File: config.mk
export PLATFORM = sky130hd
export DESIGN_NAME = ecc_regfile
export DESIGN_NICKNAME = d
export VERILOG_FILES = /design/src/rtl/ecc_regs_pkg.sv /design/src/rtl/ecc_spare_map.sv /design/src/rtl/ecc_irq_ctrl.sv /design/src/rtl/ecc_dma_launch.sv /design/src/rtl/ecc_regfile.sv
export SDC_FILE = /design/constraint.sdc
export NUM_CORES = 1
export LEC_CHECK = 0
export BUFFER_PORTS_ARGS = -buffer_cell sky130_fd_sc_hd__buf_2
export CORE_MARGIN = 8
export CORE_UTILIZATION = 53
export CTS_CLUSTER_SIZE = 14
export DETAILED_ROUTE_END_ITERATION = 7
export PLACE_DENSITY = 0.88
export SKIP_LAST_GASP = 1
export SYNTH_ARGS = -nofsm -noshare
export SYNTH_HDL_FRONTEND = slang
export SYNTH_SLANG_ARGS = --single-unit
File: constraint.sdc
create_clock -name clk -period 3.1 [get_ports clk]
set_input_delay 0.155 -clock clk [delete_from_list [all_inputs] [get_ports clk]]
set_output_delay 0.155 -clock clk [all_outputs]
set_load 0.005 [all_outputs]
File: src/rtl/ecc_regs_pkg.sv
package ecc_regs_pkg;

  localparam int unsigned EVT_N = 6;

  localparam logic [7:0] OFS_CFG       = 8'h00;
  localparam logic [7:0] OFS_STS       = 8'h04;
  localparam logic [7:0] OFS_STS_EN    = 8'h08;
  localparam logic [7:0] OFS_SIG_EN    = 8'h0C;
  localparam logic [7:0] OFS_HOST      = 8'h10;
  localparam logic [7:0] OFS_SLAVE     = 8'h14;
  localparam logic [7:0] OFS_CHUNK_SZ  = 8'h20;
  localparam logic [7:0] OFS_MAIN_SZ   = 8'h24;
  localparam logic [7:0] OFS_SPARE_SZ  = 8'h28;
  localparam logic [7:0] OFS_CHUNK_CNT = 8'h30;
  localparam logic [7:0] OFS_DMA_CTRL  = 8'h40;
  localparam logic [7:0] OFS_MAIN_ADR  = 8'h44;
  localparam logic [7:0] OFS_SPARE_ADR = 8'h48;

  localparam logic [31:0] CFG_MASK  = 32'h0000_0079;
  localparam logic [31:0] HOST_MASK = 32'h0000_0035;
  localparam logic [31:0] CTRL_KEEP = 32'h6000_0002;
  localparam int unsigned CTRL_GO   = 31;
  localparam int unsigned CTRL_RD   = 1;

  typedef struct packed {
    logic [7:0] total;
    logic [7:0] rsv;
    logic [7:0] parity;
    logic [7:0] meta;
  } spare_fields_t;

  // Correctable bits per chunk; indices past the last clamp to the strongest.
  function automatic int unsigned corr_strength(input logic [3:0] kind);
    case (kind)
      4'd0:    return 4;
      4'd1:    return 8;
      4'd2:    return 40;
      default: return 48;
    endcase
  endfunction

  function automatic int unsigned spare_total(input logic [3:0] kind);
    return (kind < 4'd2) ? 32 : 96;
  endfunction

  function automatic int unsigned parity_bytes(input logic [3:0] kind,
                                               input int unsigned gf_bits);
    return (corr_strength(kind) * gf_bits + 7) / 8;
  endfunction

  function automatic spare_fields_t spare_layout(input logic [3:0] kind,
                                                 input int unsigned meta_b,
                                                 input int unsigned gf_bits);
    spare_fields_t f;
    int unsigned tot, par;
    tot      = spare_total(kind);
    par      = parity_bytes(kind, gf_bits);
    f.meta   = 8'(meta_b);
    f.parity = 8'(par);
    f.total  = 8'(tot);
    f.rsv    = 8'(tot - par - meta_b);
    return f;
  endfunction

endpackage

File: src/rtl/ecc_spare_map.sv
module ecc_spare_map
  import ecc_regs_pkg::*;
#(
  parameter int unsigned META_BYTES = 4,
  parameter int unsigned GF_BITS    = 14
) (
  input  logic [3:0]    kind_i,
  output spare_fields_t fields_o
);

  assign fields_o = spare_layout(kind_i, META_BYTES, GF_BITS);

  // the three sub-fields must add up to the total spare size
  always_comb begin
    p_spare_sum_r7: assert ((9'(fields_o.meta) + 9'(fields_o.parity) + 9'(fields_o.rsv))
                            == 9'(fields_o.total))
      else $error("spare layout fields do not sum to total");
  end

endmodule

File: src/rtl/ecc_irq_ctrl.sv
module ecc_irq_ctrl #(
  parameter int unsigned N = 6
) (
  input  logic         clk,
  input  logic         rst_n,
  input  logic [N-1:0] evt_i,
  input  logic [N-1:0] sts_en_i,
  input  logic [N-1:0] sig_en_i,
  input  logic [N-1:0] clr_i,
  output logic [N-1:0] sts_o,
  output logic         irq_o
);

  logic [N-1:0] sts_q;
  logic [N-1:0] latch_evt;   // events that pass the status-enable gate
  logic [N-1:0] pending;     // recorded bits that pass the signal gate

  assign latch_evt = evt_i & sts_en_i;
  assign pending   = sts_q & sig_en_i;

  always_ff @(posedge clk or negedge rst_n) begin
    if (!rst_n) sts_q <= '0;
    else        sts_q <= (sts_q & ~clr_i) | latch_evt;
  end

  assign sts_o = sts_q;
  assign irq_o = |pending;

  for (genvar i = 0; i < N; i++) begin : g_chk
    // a bit only appears after an enabled event
    p_set_needs_enable_r3: assert property (@(posedge clk) disable iff (!rst_n)
      $rose(sts_q[i]) |-> $past(evt_i[i] && sts_en_i[i]))
      else $error("status bit %0d set without enabled event", i);
    // a bit only disappears after a write-one-to-clear
    p_clear_needs_w1c_r4: assert property (@(posedge clk) disable iff (!rst_n)
      $fell(sts_q[i]) |-> $past(clr_i[i]))
      else $error("status bit %0d cleared without write of 1", i);
  end

endmodule

File: src/rtl/ecc_dma_launch.sv
module ecc_dma_launch
  import ecc_regs_pkg::*;
(
  input  logic        clk,
  input  logic        rst_n,
  input  logic        wr_hit_i,
  input  logic [31:0] wdata_i,
  output logic [31:0] ctrl_o,
  output logic        start_o
);

  logic [31:0] ctrl_q;
  logic        start_q;
  logic        go_req;

  assign go_req = wr_hit_i && wdata_i[CTRL_GO];

  always_ff @(posedge clk or negedge rst_n) begin
    if (!rst_n) begin
      ctrl_q  <= '0;
      start_q <= 1'b0;
    end else begin
      if (wr_hit_i) ctrl_q <= wdata_i & CTRL_KEEP;
      start_q <= go_req;
    end
  end

  assign ctrl_o  = ctrl_q;
  assign start_o = start_q;

  // the launch pulse is a single cycle wide
  p_start_single_r6: assert property (@(posedge clk) disable iff (!rst_n)
    start_q |=> !start_q)
    else $error("start pulse longer than one cycle");
  // the launch pulse always follows a go write
  p_start_after_go_r6: assert property (@(posedge clk) disable iff (!rst_n)
    start_q |-> $past(go_req))
    else $error("start pulse without go write");

endmodule

File: src/rtl/ecc_regfile.sv
module ecc_regfile
  import ecc_regs_pkg::*;
#(
  parameter int unsigned ADDR_W     = 8,
  parameter int unsigned CNT_W      = 8,
  parameter int unsigned STEP_BYTES = 1024,
  parameter int unsigned META_BYTES = 4,
  parameter int unsigned GF_BITS    = 14
) (
  input  logic                 clk,
  input  logic                 rst_n,
  input  logic [ADDR_W-1:0]    addr_i,
  input  logic [31:0]          wdata_i,
  input  logic                 wr_en_i,
  input  logic                 rd_en_i,
  output logic [31:0]          rdata_o,
  input  logic [EVT_N-1:0]     evt_i,
  output logic                 irq_o,
  output logic                 engine_en_o,
  output logic [3:0]           ecc_type_o,
  output logic [5:0]           host_mode_o,
  output logic [CNT_W-1:0]     chunk_cnt_o,
  output logic [31:0]          slave_addr_o,
  output logic [31:0]          main_addr_o,
  output logic [31:0]          spare_addr_o,
  output logic                 start_o,
  output logic                 dir_read_o
);

  localparam logic [31:0] STEP_W = 32'(STEP_BYTES);

  logic [7:0]       ofs;
  logic             wr_cfg, wr_sts, wr_sts_en, wr_sig_en, wr_host;
  logic             wr_slave, wr_cnt, wr_ctrl, wr_madr, wr_sadr;
  logic [31:0]      cfg_q, host_q, slave_q, madr_q, sadr_q;
  logic [EVT_N-1:0] sts_en_q, sig_en_q, sts_w, clr_vec;
  logic [CNT_W-1:0] cnt_q;
  logic [31:0]      ctrl_w, rd_mux, rdata_q;
  spare_fields_t    spare_w;

  assign ofs       = 8'(addr_i);
  assign wr_cfg    = wr_en_i && ofs == OFS_CFG;
  assign wr_sts    = wr_en_i && ofs == OFS_STS;
  assign wr_sts_en = wr_en_i && ofs == OFS_STS_EN;
  assign wr_sig_en = wr_en_i && ofs == OFS_SIG_EN;
  assign wr_host   = wr_en_i && ofs == OFS_HOST;
  assign wr_slave  = wr_en_i && ofs == OFS_SLAVE;
  assign wr_cnt    = wr_en_i && ofs == OFS_CHUNK_CNT;
  assign wr_ctrl   = wr_en_i && ofs == OFS_DMA_CTRL;
  assign wr_madr   = wr_en_i && ofs == OFS_MAIN_ADR;
  assign wr_sadr   = wr_en_i && ofs == OFS_SPARE_ADR;
  assign clr_vec   = wr_sts ? wdata_i[EVT_N-1:0] : '0;

  always_ff @(posedge clk or negedge rst_n) begin
    if (!rst_n) begin
      cfg_q    <= '0;
      host_q   <= '0;
      slave_q  <= '0;
      madr_q   <= '0;
      sadr_q   <= '0;
      sts_en_q <= '0;
      sig_en_q <= '0;
      cnt_q    <= '0;
    end else begin
      if (wr_cfg)    cfg_q    <= wdata_i & CFG_MASK;
      if (wr_host)   host_q   <= wdata_i & HOST_MASK;
      if (wr_slave)  slave_q  <= wdata_i;
      if (wr_madr)   madr_q   <= wdata_i;
      if (wr_sadr)   sadr_q   <= wdata_i;
      if (wr_sts_en) sts_en_q <= wdata_i[EVT_N-1:0];
      if (wr_sig_en) sig_en_q <= wdata_i[EVT_N-1:0];
      if (wr_cnt)    cnt_q    <= wdata_i[CNT_W-1:0];
    end
  end

  ecc_irq_ctrl #(.N(EVT_N)) u_irq (
    .clk      (clk),
    .rst_n    (rst_n),
    .evt_i    (evt_i),
    .sts_en_i (sts_en_q),
    .sig_en_i (sig_en_q),
    .clr_i    (clr_vec),
    .sts_o    (sts_w),
    .irq_o    (irq_o)
  );

  ecc_dma_launch u_launch (
    .clk      (clk),
    .rst_n    (rst_n),
    .wr_hit_i (wr_ctrl),
    .wdata_i  (wdata_i),
    .ctrl_o   (ctrl_w),
    .start_o  (start_o)
  );

  ecc_spare_map #(.META_BYTES(META_BYTES), .GF_BITS(GF_BITS)) u_spare (
    .kind_i   (cfg_q[6:3]),
    .fields_o (spare_w)
  );

  always_comb begin
    case (ofs)
      OFS_CFG:       rd_mux = cfg_q;
      OFS_STS:       rd_mux = 32'(sts_w);
      OFS_STS_EN:    rd_mux = 32'(sts_en_q);
      OFS_SIG_EN:    rd_mux = 32'(sig_en_q);
      OFS_HOST:      rd_mux = host_q;
      OFS_SLAVE:     rd_mux = slave_q;
      OFS_CHUNK_SZ:  rd_mux = STEP_W + 32'(spare_w.total);
      OFS_MAIN_SZ:   rd_mux = STEP_W;
      OFS_SPARE_SZ:  rd_mux = spare_w;
      OFS_CHUNK_CNT: rd_mux = 32'(cnt_q);
      OFS_DMA_CTRL:  rd_mux = ctrl_w;
      OFS_MAIN_ADR:  rd_mux = madr_q;
      OFS_SPARE_ADR: rd_mux = sadr_q;
      default:       rd_mux = '0;
    endcase
  end

  always_ff @(posedge clk or negedge rst_n) begin
    if (!rst_n)       rdata_q <= '0;
    else if (rd_en_i) rdata_q <= rd_mux;
  end

  assign rdata_o      = rdata_q;
  assign engine_en_o  = cfg_q[0];
  assign ecc_type_o   = cfg_q[6:3];
  assign host_mode_o  = host_q[5:0];
  assign chunk_cnt_o  = cnt_q;
  assign slave_addr_o = slave_q;
  assign main_addr_o  = madr_q;
  assign spare_addr_o = sadr_q;
  assign dir_read_o   = ctrl_w[CTRL_RD];

  // the go bit is never visible on a read of DMA control
  p_go_reads_zero_r6: assert property (@(posedge clk) disable iff (!rst_n)
    $past(rd_en_i && ofs == OFS_DMA_CTRL) |-> !rdata_o[CTRL_GO])
    else $error("go bit read back as 1");

endmodule

# Word level (Yosys, flattened, before mapping)
# Index checks and enable logic that the tools add are counted.
[totals] reg_bits=167 inputBits=50 elab_cells=55
[op_classes] n_addsub=4 n_mul=1 order_cmp=1 n_eq_ne=14 muxes=4 bitwise_logic=5 n_reduce_logical=14
[op_table] operator="$pmux 32 s13" count=1
[op_table] operator="$eq 8x6->1 const B" count=4
[op_table] operator="$eq 8x7->1 const B" count=3
[op_table] operator="$and 6x6->6" count=3
[op_table] operator="$pmux 6 s3" count=1
[op_table] operator="$eq 8x4->1 const B" count=2
[op_table] operator="$eq 8x5->1 const B" count=2
[op_table] operator="$add 11x8->12 const A" count=1
[op_table] operator="$add 11x3->11 const B" count=1
[op_table] operator="$logic_and 1x1->1" count=11
[op_table] operator="$mul 6x3->9 const B" count=1
[op_table] operator="$eq 8x3->1 const B" count=1
[op_table] operator="$logic_not 8->1" count=1
[op_table] operator="$sub 8x3->8 const B" count=1
[op_table] operator="$sub 8x8->8" count=1
[op_table] operator="$mux 7" count=1
[op_table] operator="$mux 6" count=1
[op_table] operator="$not 6->6" count=1
[op_table] operator="$or 6x6->6" count=1
[op_table] operator="$reduce_or 6->1" count=1
[op_table] operator="$eq 4x1->1 const B" count=1
[op_table] operator="$eq 4x2->1 const B" count=1
[op_table] operator="$logic_not 4->1" count=1
[op_table] operator="$lt 4x2->1 const B" count=1

# Longest topological paths before layout
# Gate-level depths: netlist (run 1).
[logic_depth] word_depth=7 ltp_mapped=11 mapped_depth_nobuf=10

# Modules after synthesis
# Synthesis (run 1) repeated with hierarchy kept, for this count alone.
[hier_totals] hier_cells=724 hier_area_um2=8705.8
[modules_own_cells] module="ecc_regfile" instances=1 cells_per_inst=602 area_each_um2=7652.3
[modules_own_cells] module="ecc_spare_map" instances=1 cells_per_inst=56 area_each_um2=437.9
[modules_own_cells] module="ecc_dma_launch" instances=1 cells_per_inst=38 area_each_um2=362.8
[modules_own_cells] module="ecc_irq_ctrl" instances=1 cells_per_inst=28 area_each_um2=252.7

# Least setup slack after synthesis (run 1)
# Ideal clock, no wire load.
[synth_path] kind="reg2reg" from="register cfg_q[4]" to="register rdata_q[20], in the netlist rdata_o[20]" arrival_ns=2.438 path_slack_ns=0.521 stages_incl_launch_ff=12 period_less_slack_ns=2.579 cell_sequence="dfrtp_1 > or3_1 > clkbuf_1 > inv_1 > nand2b_1 > inv_1 > ha_1 > fa_1 > nor2b_1 > xnor2_1 > a221oi_1 > o22ai_1"
[synth_via] elab_chain_cells=7 elab_cells_between_ends=9 classes_between="add/sub: 3; mul: 1; eq/ne: 2; mux: 2; reduce/logical: 1"
[synth_rtl] element="start, declared" line_no="ecc_regfile.sv:35" rtl="logic [31:0] cfg_q, host_q, slave_q, madr_q, sadr_q;"
[synth_rtl] element="start signal, assigned" line_no="ecc_regfile.sv:65" rtl="if (wr_cfg) cfg_q <= wdata_i & CFG_MASK;"
[synth_rtl] element="$eq 4x2->1 (tied with other cells)" line_no="ecc_regs_pkg.sv:34" rtl="case (kind)"
[synth_rtl] element="$pmux 6 s3 (*)" line_no="ecc_regs_pkg.sv:34"
[synth_rtl] element="$mul 6x3->9 (*)" line_no="ecc_regs_pkg.sv:48" rtl="return (corr_strength(kind) * gf_bits + 7) / 8;"
[synth_rtl] element="$add 11x3->11 (*)" line_no="ecc_regs_pkg.sv:48"
[synth_rtl] element="$sub 8x8->8 (*)" line_no="ecc_regs_pkg.sv:61" rtl="f.rsv = 8'(tot - par - meta_b);"
[synth_rtl] element="$sub 8x3->8 (*)" line_no="ecc_regs_pkg.sv:61"
[synth_rtl] element="$pmux 32 s13 (*)" line_no="ecc_regfile.sv:102" rtl="case (ofs)"
[synth_rtl] element="end signal, assigned" line_no="ecc_regfile.sv:122" rtl="else if (rd_en_i) rdata_q <= rd_mux;"
[synth_rtl] element="end, declared" line_no="ecc_regfile.sv:38" rtl="logic [31:0] ctrl_w, rd_mux, rdata_q;"
# Mark *: on every way between the ends. The rest lies on a longest branch, timed or not.
# A chain may end at the register's enable or synchronous reset.

# Worst setup path in the final report (run 1)
# Ends and elaborated chain as after synthesis.

==> impl_metrics.env, run 1 <==
export IMPL_fillers=1064
export IMPL_drive_gt1_frac=0.349
export IMPL_dp_hpwl_mm=17.4
export IMPL_finalWorstPathRequiredPeriod_ps=2770
export IMPL_route_met2_wl_mm=12.1
export IMPL_worstSetupPathType="reg2reg"
export IMPL_setup_violations_final=0
export IMPL_max_slew_margin_rel=0.445
export IMPL_cell_chain_of_the_critical_path="or3_1 -> inv_1 -> nand2b_1 -> inv_1 -> ha_1 -> fa_1 -> nor2b_1 -> xnor2_1 -> a221oi_1 -> o22ai_1"
export IMPL_hold_buffers=32
export IMPL_post_cts_resized_instances=0
export IMPL_clock_skew_final_ps=5.95
export IMPL_most_frequent_standard_cell_in_the_layout_excluding_fill_and_tap_cells="sky130_fd_sc_hd__buf_2"
export IMPL_detail_route_drc_violations=0
export IMPL_async_flop_share=1.00
export IMPL_crit_arrival_ps=3060
export IMPL_postCtsSetupRepairBufs=0
export IMPL_synth_enable_flop_cells=0
export IMPL_ctsLongestPathBuffers=2
export IMPL_worst_path_buf_inv=2
export IMPL_place_congestion=0.920
export IMPL_worst_slew_pin_transition_ps=825
export IMPL_worst_path_max_delay_cell="sky130_fd_sc_hd__fa_1"
export IMPL_die_area_mm2=0.0189
export IMPL_synth_seq_cells=167
export IMPL_end_kind="flop"
export IMPL_portBuffers=197
export IMPL_grt_antenna_before_repair=0
export IMPL_synthesis_instances=633
export IMPL_hold_ws_ps=20.9
export IMPL_cp_dominant_cell_by_count="sky130_fd_sc_hd__inv_1"
export IMPL_cts_root_buffer="sky130_fd_sc_hd__clkbuf_16"
export IMPL_detail_route_wl_per_cell_um=23.7
export IMPL_vias=6514
export IMPL_finalMaxSlewViolations=0
export IMPL_grt_overflow_total=0
export IMPL_die_width_um=137
export IMPL_initial_core_util=0.539
export IMPL_floorplan_die_height_um=137
export IMPL_core_region_area_mm2=0.0145
export IMPL_crit_path_max_cell_delay_ps=500
export IMPL_ant_nets=0
export IMPL_top_signal_layer_used="met4"
export IMPL_result_of_the_run="finished, final reports clean"
export IMPL_fin_tns_setup_ps=0
export IMPL_firstDrtPassIters=6
export IMPL_final_cell_mix="sky130_fd_sc_hd__buf_2 (196), sky130_fd_sc_hd__dfrtp_1 (167), sky130_fd_sc_hd__mux2_1 (92)"
export IMPL_ir_drop_mv=0.398
export IMPL_floorplan_rows=44
export IMPL_grt_pass1_wl_mm=38.2
export IMPL_fmaxAchievable_mhz=361
export IMPL_number_of_top_level_pins=200
export IMPL_rsz0062_at_grt="false"
export IMPL_cp_data_required_time_ps=3400
export IMPL_detailed_routing_wirelength_on_met1_mm=9.51
export IMPL_setup_slack_ps=332
export IMPL_power_density_mw_per_mm2=507
export IMPL_power_static_leakage_uw=0.00508
export IMPL_numClockSinks=167
export IMPL_max_cap_violation_count=0
export IMPL_synth_seq_area_share=0.535
export IMPL_clock_tree_htree_level_count=4
export IMPL_clock_latency_at_the_later_pin_of_the_worst_skew_pair_ps=430
export IMPL_yosys_warnings=0
export IMPL_initialDrtViolationCount=599
export IMPL_avgViaCountPerCell=6.20
export IMPL_hold_path_class="in2reg"
export IMPL_critical_path_startpoint_type="flop"
export IMPL_cts_buffers=17
export IMPL_number_of_global_route_vias_before_repair=6663
export IMPL_clk_transition_reported_paths_ps=60
export IMPL_nNetsFinal=907
export IMPL_cts_tree="built"
export IMPL_grt_max_degree=73
export IMPL_cp_top_family="simple AND/OR/NAND/NOR gates"
export IMPL_worstPathMaxFanout=6
export IMPL_grt_util_all_layers=0.267
export IMPL_synth_main_ff_cell="sky130_fd_sc_hd__dfrtp_1"
export IMPL_synth_area_per_cell_um2=12.3
export IMPL_routed_wirelength_mm=24.9
export IMPL_finalCritPeriodShare=0.893
export IMPL_report_power_total_uw=5030
export IMPL_place_ws_ps=354
export IMPL_finalHoldViolCount=0
export IMPL_synth_area_mm2=0.00781
export IMPL_met3_wirelength_mm=2.65
export IMPL_post_synth_num_cell_types=64
export IMPL_area_delta_synth_final_pct=27.0
[worst reg2reg max path: cells and delay by family, from the launching register on]
family / cells / cell delay [ps]
flops: 1 / 440
fa+ha+maj: 2 / 670
buf+inv: 2 / 200
simple gates: 3 / 790
compound gates: 2 / 400
xor+xnor: 1 / 120
[final timing paths]
path,start,cells after the start,to,slack [ps]
worst min-delay path,wdata_i[6],2,spare_addr_o[6]$_DFFE_PN0P_,20
min in group asynchronous,rst_n,2,main_addr_o[16]$_DFFE_PN0P_,270
worst min register to register,u_launch.ctrl_o[29]$_DFFE_PN0P_,1,u_launch.ctrl_o[29]$_DFFE_PN0P_,510
worst max register to register,cfg_q[4]$_DFFE_PN0P_,10,rdata_o[20]$_DFFE_PN0P_,330
max in group asynchronous,rst_n,3,host_q[4]$_DFFE_PN0P_,1950
worst max-delay path,cfg_q[4]$_DFFE_PN0P_,10,rdata_o[20]$_DFFE_PN0P_,330
[power breakdown]
part	switching, uW	internal [uW]	total [uW]
combinational	283	235	518
sequential	104	2290	2390
clock	902	1220	2120
total	1290	3740	5030
[per-stage QoR]
| stage | area (um2) | util | std cells |
|---|---|---|---|
| 2_1_floorplan | 7820 | - | 635 |
| 5_1_grt | 9920 | 0.685 | 1049 |
| 3_5_place_dp | 9000 | 0.622 | 985 |
| 6_report | 9920 | 0.685 | 1050 |
| 4_1_cts | 9920 | 0.685 | 1049 |
| 3_3_place_gp | 9000 | 0.622 | 985 |
[cell usage after synthesis, types with 7 or more instances]
library cell,number,area share
sky130_fd_sc_hd__clkbuf_1,24,0.012
sky130_fd_sc_hd__mux2_1,92,0.13
sky130_fd_sc_hd__nand2_1,19,0.0091
sky130_fd_sc_hd__a21oi_1,9,0.0058
sky130_fd_sc_hd__mux2i_1,10,0.013
sky130_fd_sc_hd__a22oi_1,39,0.037
sky130_fd_sc_hd__a22o_1,10,0.011
sky130_fd_sc_hd__buf_2,17,0.011
sky130_fd_sc_hd__nor2_1,19,0.0091
sky130_fd_sc_hd__dfrtp_1,167,0.54
sky130_fd_sc_hd__nor3_1,7,0.0045
sky130_fd_sc_hd__inv_1,37,0.018
sky130_fd_sc_hd__nand3_1,12,0.0077
sky130_fd_sc_hd__o22ai_1,32,0.026
sky130_fd_sc_hd__o22a_1,8,0.0090
sky130_fd_sc_hd__mux2_2,40,0.058
[cells by family (layout without fill, tap and decap cells)]
family | Yosys count | after routing | synth area share
mux | 143 | 143 | 0.206
compound gates | 134 | 134 | 0.127
fa+ha+maj | 5 | 5 | 0.00897
other cells | 1 | 4 | 0.000480
xor+xnor | 4 | 4 | 0.00449
simple gates | 92 | 92 | 0.0702
buf+inv | 87 | 317 | 0.0479
flops | 167 | 167 | 0.535
[registers in the layout, summed over array words and instances (netlist names)]
name              cells
cfg_q                 5
chunk_cnt_o           8
u_irq.sts_o           6
main_addr_o          32
sts_en_q              6
u_launch.start_o      1
rdata_o              32
spare_addr_o         32
host_q                4
sig_en_q              6
u_launch.ctrl_o       3
slave_addr_o         32
[metal layers]
layer  up-vias  GRT usage
met5         -          0
met4         0     0.0978
li1       2781          -
met1      3283      0.329
met3        59     0.0755
met2       391      0.437
[layout make-up]
type	instances	area (um2)	area share
Clock inverter	13	148	0.0149
Tap cell	184	230	0.0232
Clock buffer	19	443	0.0447
Antenna cell	1	2.50	0.000252
Inverter	37	139	0.0140
Multi-Input combinational cell	381	3310	0.334
Timing Repair Buffer	248	1470	0.148
Sequential cell	167	4180	0.421
Power figures use the tool's default switching activity.
==> run 2, diff against run 1 <==
--- a/config.mk
+++ b/config.mk
@@ -7,11 +7,12 @@
 export LEC_CHECK = 0
 export BUFFER_PORTS_ARGS = -buffer_cell sky130_fd_sc_hd__buf_2
 export CORE_MARGIN = 8
-export CORE_UTILIZATION = 53
+export CORE_UTILIZATION = 55
 export CTS_CLUSTER_SIZE = 14
 export DETAILED_ROUTE_END_ITERATION = 7
-export PLACE_DENSITY = 0.88
+export PLACE_DENSITY = 0.89
 export SKIP_LAST_GASP = 1
 export SYNTH_ARGS = -nofsm -noshare
 export SYNTH_HDL_FRONTEND = slang
+export SYNTH_HIERARCHICAL = 1
 export SYNTH_SLANG_ARGS = --single-unit
==> run 2 against run 1 <==
  * Sequential cell count did not move
  * Routed wire length rose by 6.0%
  * Register-to-register slack got worse by 290 ps
==> impl_metrics.env, run 2 <==
export IMPL_dp_hpwl_mm=18.1
export IMPL_setup_crit_start="cfg_q[4]$_DFFE_PN0P_"
export IMPL_synth_main_ff_cell="sky130_fd_sc_hd__dfrtp_1"
export IMPL_report_power_total_uw=5000
export IMPL_cts_root_buffer="sky130_fd_sc_hd__clkbuf_16"
export IMPL_avgViaCountPerCell=5.88
export IMPL_ctsLongestPathBuffers=2
export IMPL_final_cells=1187
export IMPL_grt_util_all_layers=0.260
export IMPL_worst_slew_pin_transition_ps=747
export IMPL_clock_skew_final_ps=10.4
export IMPL_r2r_cells=12
export IMPL_synth_seq_cells=167
export IMPL_result_of_the_run="finished, final reports clean"
export IMPL_detail_route_wl_per_cell_um=22.2
export IMPL_worstPathMaxFanout=4
export IMPL_number_of_global_route_vias_before_repair=7254
export IMPL_grt_pass1_wl_mm=40.4
export IMPL_synth_enable_flop_cells=0
export IMPL_clock_tree_htree_level_count=4
export IMPL_synth_xor_area_share=0.00690
export IMPL_synth_mux_area_frac=0.194
export IMPL_finalWorstPathRequiredPeriod_ps=3060
export IMPL_die_area_mm2=0.0201
export IMPL_die_width_um=142
export IMPL_hold_path_class="in2reg"
export IMPL_core_region_area_mm2=0.0157
export IMPL_async_flop_share=1.00
export IMPL_finalCritPeriodShare=0.986
export IMPL_cts_tree="built"
export IMPL_grt_overflow_total=0
export IMPL_fmaxAchievable_mhz=327
export IMPL_nNetsFinal=1015
export IMPL_worstSetupPathType="reg2reg"
export IMPL_post_synth_num_cell_types=64
export IMPL_synth_seq_area_share=0.480
export IMPL_initialDrtViolationCount=732
export IMPL_rsz0062_at_grt="true"
export IMPL_final_cell_mix="sky130_fd_sc_hd__buf_2 (196), sky130_fd_sc_hd__dfrtp_1 (167), sky130_fd_sc_hd__mux2_2 (103)"
export IMPL_max_slew_margin_rel=0.501
export IMPL_portBuffers=197
export IMPL_power_static_leakage_uw=0.00559
export IMPL_fillers=1128
export IMPL_detail_route_drc_violations=0
export IMPL_crit_arrival_ps=3360
export IMPL_firstDrtPassIters=7
export IMPL_floorplan_die_height_um=142
export IMPL_critical_path_startpoint_type="flop"
export IMPL_cts_buffers=17
export IMPL_area_delta_synth_final_pct=22.8
export IMPL_number_of_top_level_pins=200
export IMPL_synth_simple_gate_area_share=0.110
export IMPL_cp_data_required_time_ps=3410
export IMPL_synth_area_top_cells="sky130_fd_sc_hd__dfrtp_1 (48%), sky130_fd_sc_hd__mux2_2 (13%), sky130_fd_sc_hd__mux2_4 (5.2%)"
export IMPL_initial_core_util=0.556
export IMPL_floorplan_rows=46
export IMPL_vias=6974
export IMPL_max_cap_violation_count=0
export IMPL_synthTopCellsByCount="sky130_fd_sc_hd__dfrtp_1 (167), sky130_fd_sc_hd__mux2_2 (103), sky130_fd_sc_hd__nand2_1 (76)"
export IMPL_crit_path_end="rdata_o[22]$_DFFE_PN0P_"
export IMPL_numClockSinks=167
export IMPL_synthesis_instances=724
export IMPL_synth_top_cell_area_share=0.480
export IMPL_most_frequent_standard_cell_in_the_layout_excluding_fill_and_tap_cells="sky130_fd_sc_hd__buf_2"
export IMPL_place_congestion=0.930
export IMPL_synth_fa_ha_area_frac=0.0109
export IMPL_rrSetupSlack_ps=40
export IMPL_dominant_combinational_cell_family_by_area_after_synthesis="multiplexers"
export IMPL_grt_max_degree=75
export IMPL_routed_wirelength_mm=26.4
export IMPL_placed_cells_incl_taps=1120
export IMPL_worst_r2r_endpoint="rdata_o[22]$_DFFE_PN0P_"
export IMPL_synth_area_mm2=0.00871
export IMPL_synth_area_per_cell_um2=12.0
export IMPL_drive_gt1_frac=0.434
export IMPL_clk_transition_reported_paths_ps=60
export IMPL_netlist_top_cell_by_area="sky130_fd_sc_hd__dfrtp_1"
export IMPL_finalHoldViolCount=0
export IMPL_post_synth_top_count_cell="sky130_fd_sc_hd__dfrtp_1"
export IMPL_end_kind="flop"
export IMPL_ant_nets=0
export IMPL_yosys_warnings=6
export IMPL_power_density_mw_per_mm2=467
export IMPL_ir_drop_mv=0.368
export IMPL_synthesized_area_fraction_occupied_by_ao_oa_aoi_and_oai_cells=0.114
export IMPL_r2r_start="cfg_q[4]$_DFFE_PN0P_"
export IMPL_grt_antenna_before_repair=0
export IMPL_finalMaxSlewViolations=0
export IMPL_diode_count=0
export IMPL_clock_latency_at_the_later_pin_of_the_worst_skew_pair_ps=430
export IMPL_setup_violations_final=0
==> run 2: where the power goes <==
group | switching, uW | internal (uW)
clock | 900 | 1160
combinational | 319 | 277
sequential | 76.2 | 2260
total | 1300 | 3700
==> run 2: through the flow <==
| stage | hold WS, ps | utilization | area, um2 | worst slack [ps] | setup TNS, ps |
|---|---|---|---|---|---|
| after CTS | 1.56 | 0.678 | 10600 | 17.7 | 0 |
| after detailed placement | 184 | 0.623 | 9750 | -36.8 | -36.8 |
| after floorplan | -141 | - | 8870 | 25.9 | 0 |
| final | 16.0 | 0.683 | 10700 | 44.4 | 0 |
| after global routing | 1.20 | 0.683 | 10700 | -106 | -124 |
| after global placement | 171 | 0.623 | 9750 | 32.8 | 0 |
==> run 2: what timing repair did <==
item / in CTS / in global routing
setup buffers: 0 / 6
pin swaps: 1 / 10
setup endpoints to repair: 1 / 4
hold endpoints to repair: 126 / 0
hold buffers: 29 / 0
cloned: 0 / 0
gates resized for setup: 0 / 8
==> run 2: critical path, stage by stage (launching register included) <==
cell and delay, ps:
sky130_fd_sc_hd__dfrtp_1 410, sky130_fd_sc_hd__or4_4 570, sky130_fd_sc_hd__inv_4 100, sky130_fd_sc_hd__ha_4 140, sky130_fd_sc_hd__inv_2 40, sky130_fd_sc_hd__ha_4 150, sky130_fd_sc_hd__fa_2 610, sky130_fd_sc_hd__nand4bb_1 130
sky130_fd_sc_hd__mux2i_1 180, sky130_fd_sc_hd__xnor2_1 100, sky130_fd_sc_hd__a222oi_1 240, sky130_fd_sc_hd__and3_1 220, sky130_fd_sc_hd__o2bb2ai_2 70
==> run 2: area by class of cell <==
cell class                      count  area [um2]  area share
Sequential cell                   167        4180       0.391
Multi-Input combinational cell    490        4020       0.376
Timing Repair Buffer              264        1580       0.148
Clock buffer                       20         457      0.0427
Tap cell                          216         270      0.0253
Clock inverter                     12         119      0.0111
Inverter                           18        70.1     0.00655
==> run 2: logic make-up (layout without fill, tap and decap cells) <==
kind of cell             count (synthesis)  count (layout)
AND/OR/NAND/NOR                        169             169
adder cells (fa/ha/maj)                  7               7
AO/OA/AOI/OAI                          119             119
multiplexers                           141             141
other                                    4              48
XOR/XNOR                                 6               6
flip-flops                             167             167
buffers and inverters                  111             314
==> run 2: worst min-delay path by stage <==
stage                start                           end  slack [ps]  cells past startpoint
4_1_cts        wdata_i[11]  slave_addr_o[11]$_DFFE_PN0P_           2                      2
6_report       wdata_i[22]  spare_addr_o[22]$_DFFE_PN0P_          20                      2
3_3_place_gp         rst_n       sts_en_q[5]$_DFFE_PN0P_         170                      1
3_5_place_dp         rst_n      u_irq/sts_o[5]$_DFF_PN0_         180                      1
2_1_floorplan        rst_n          cfg_q[0]$_DFFE_PN0P_        -140                      0
5_1_grt        wdata_i[22]  spare_addr_o[22]$_DFFE_PN0P_           1                      2
==> run 2: per-layer routing <==
| metal | track usage | vias up | wire (um) | part of all wire |
|---|---|---|---|---|
| li1 | - | 3035 | - | - |
| met1 | 0.320 | 3481 | 10400 | 0.39 |
| met2 | 0.417 | 407 | 12800 | 0.48 |
| met3 | 0.0756 | 51 | 2500 | 0.095 |
| met4 | 0.114 | 0 | 773 | 0.029 |
| met5 | 0.00525 | - | 0 | 0 |
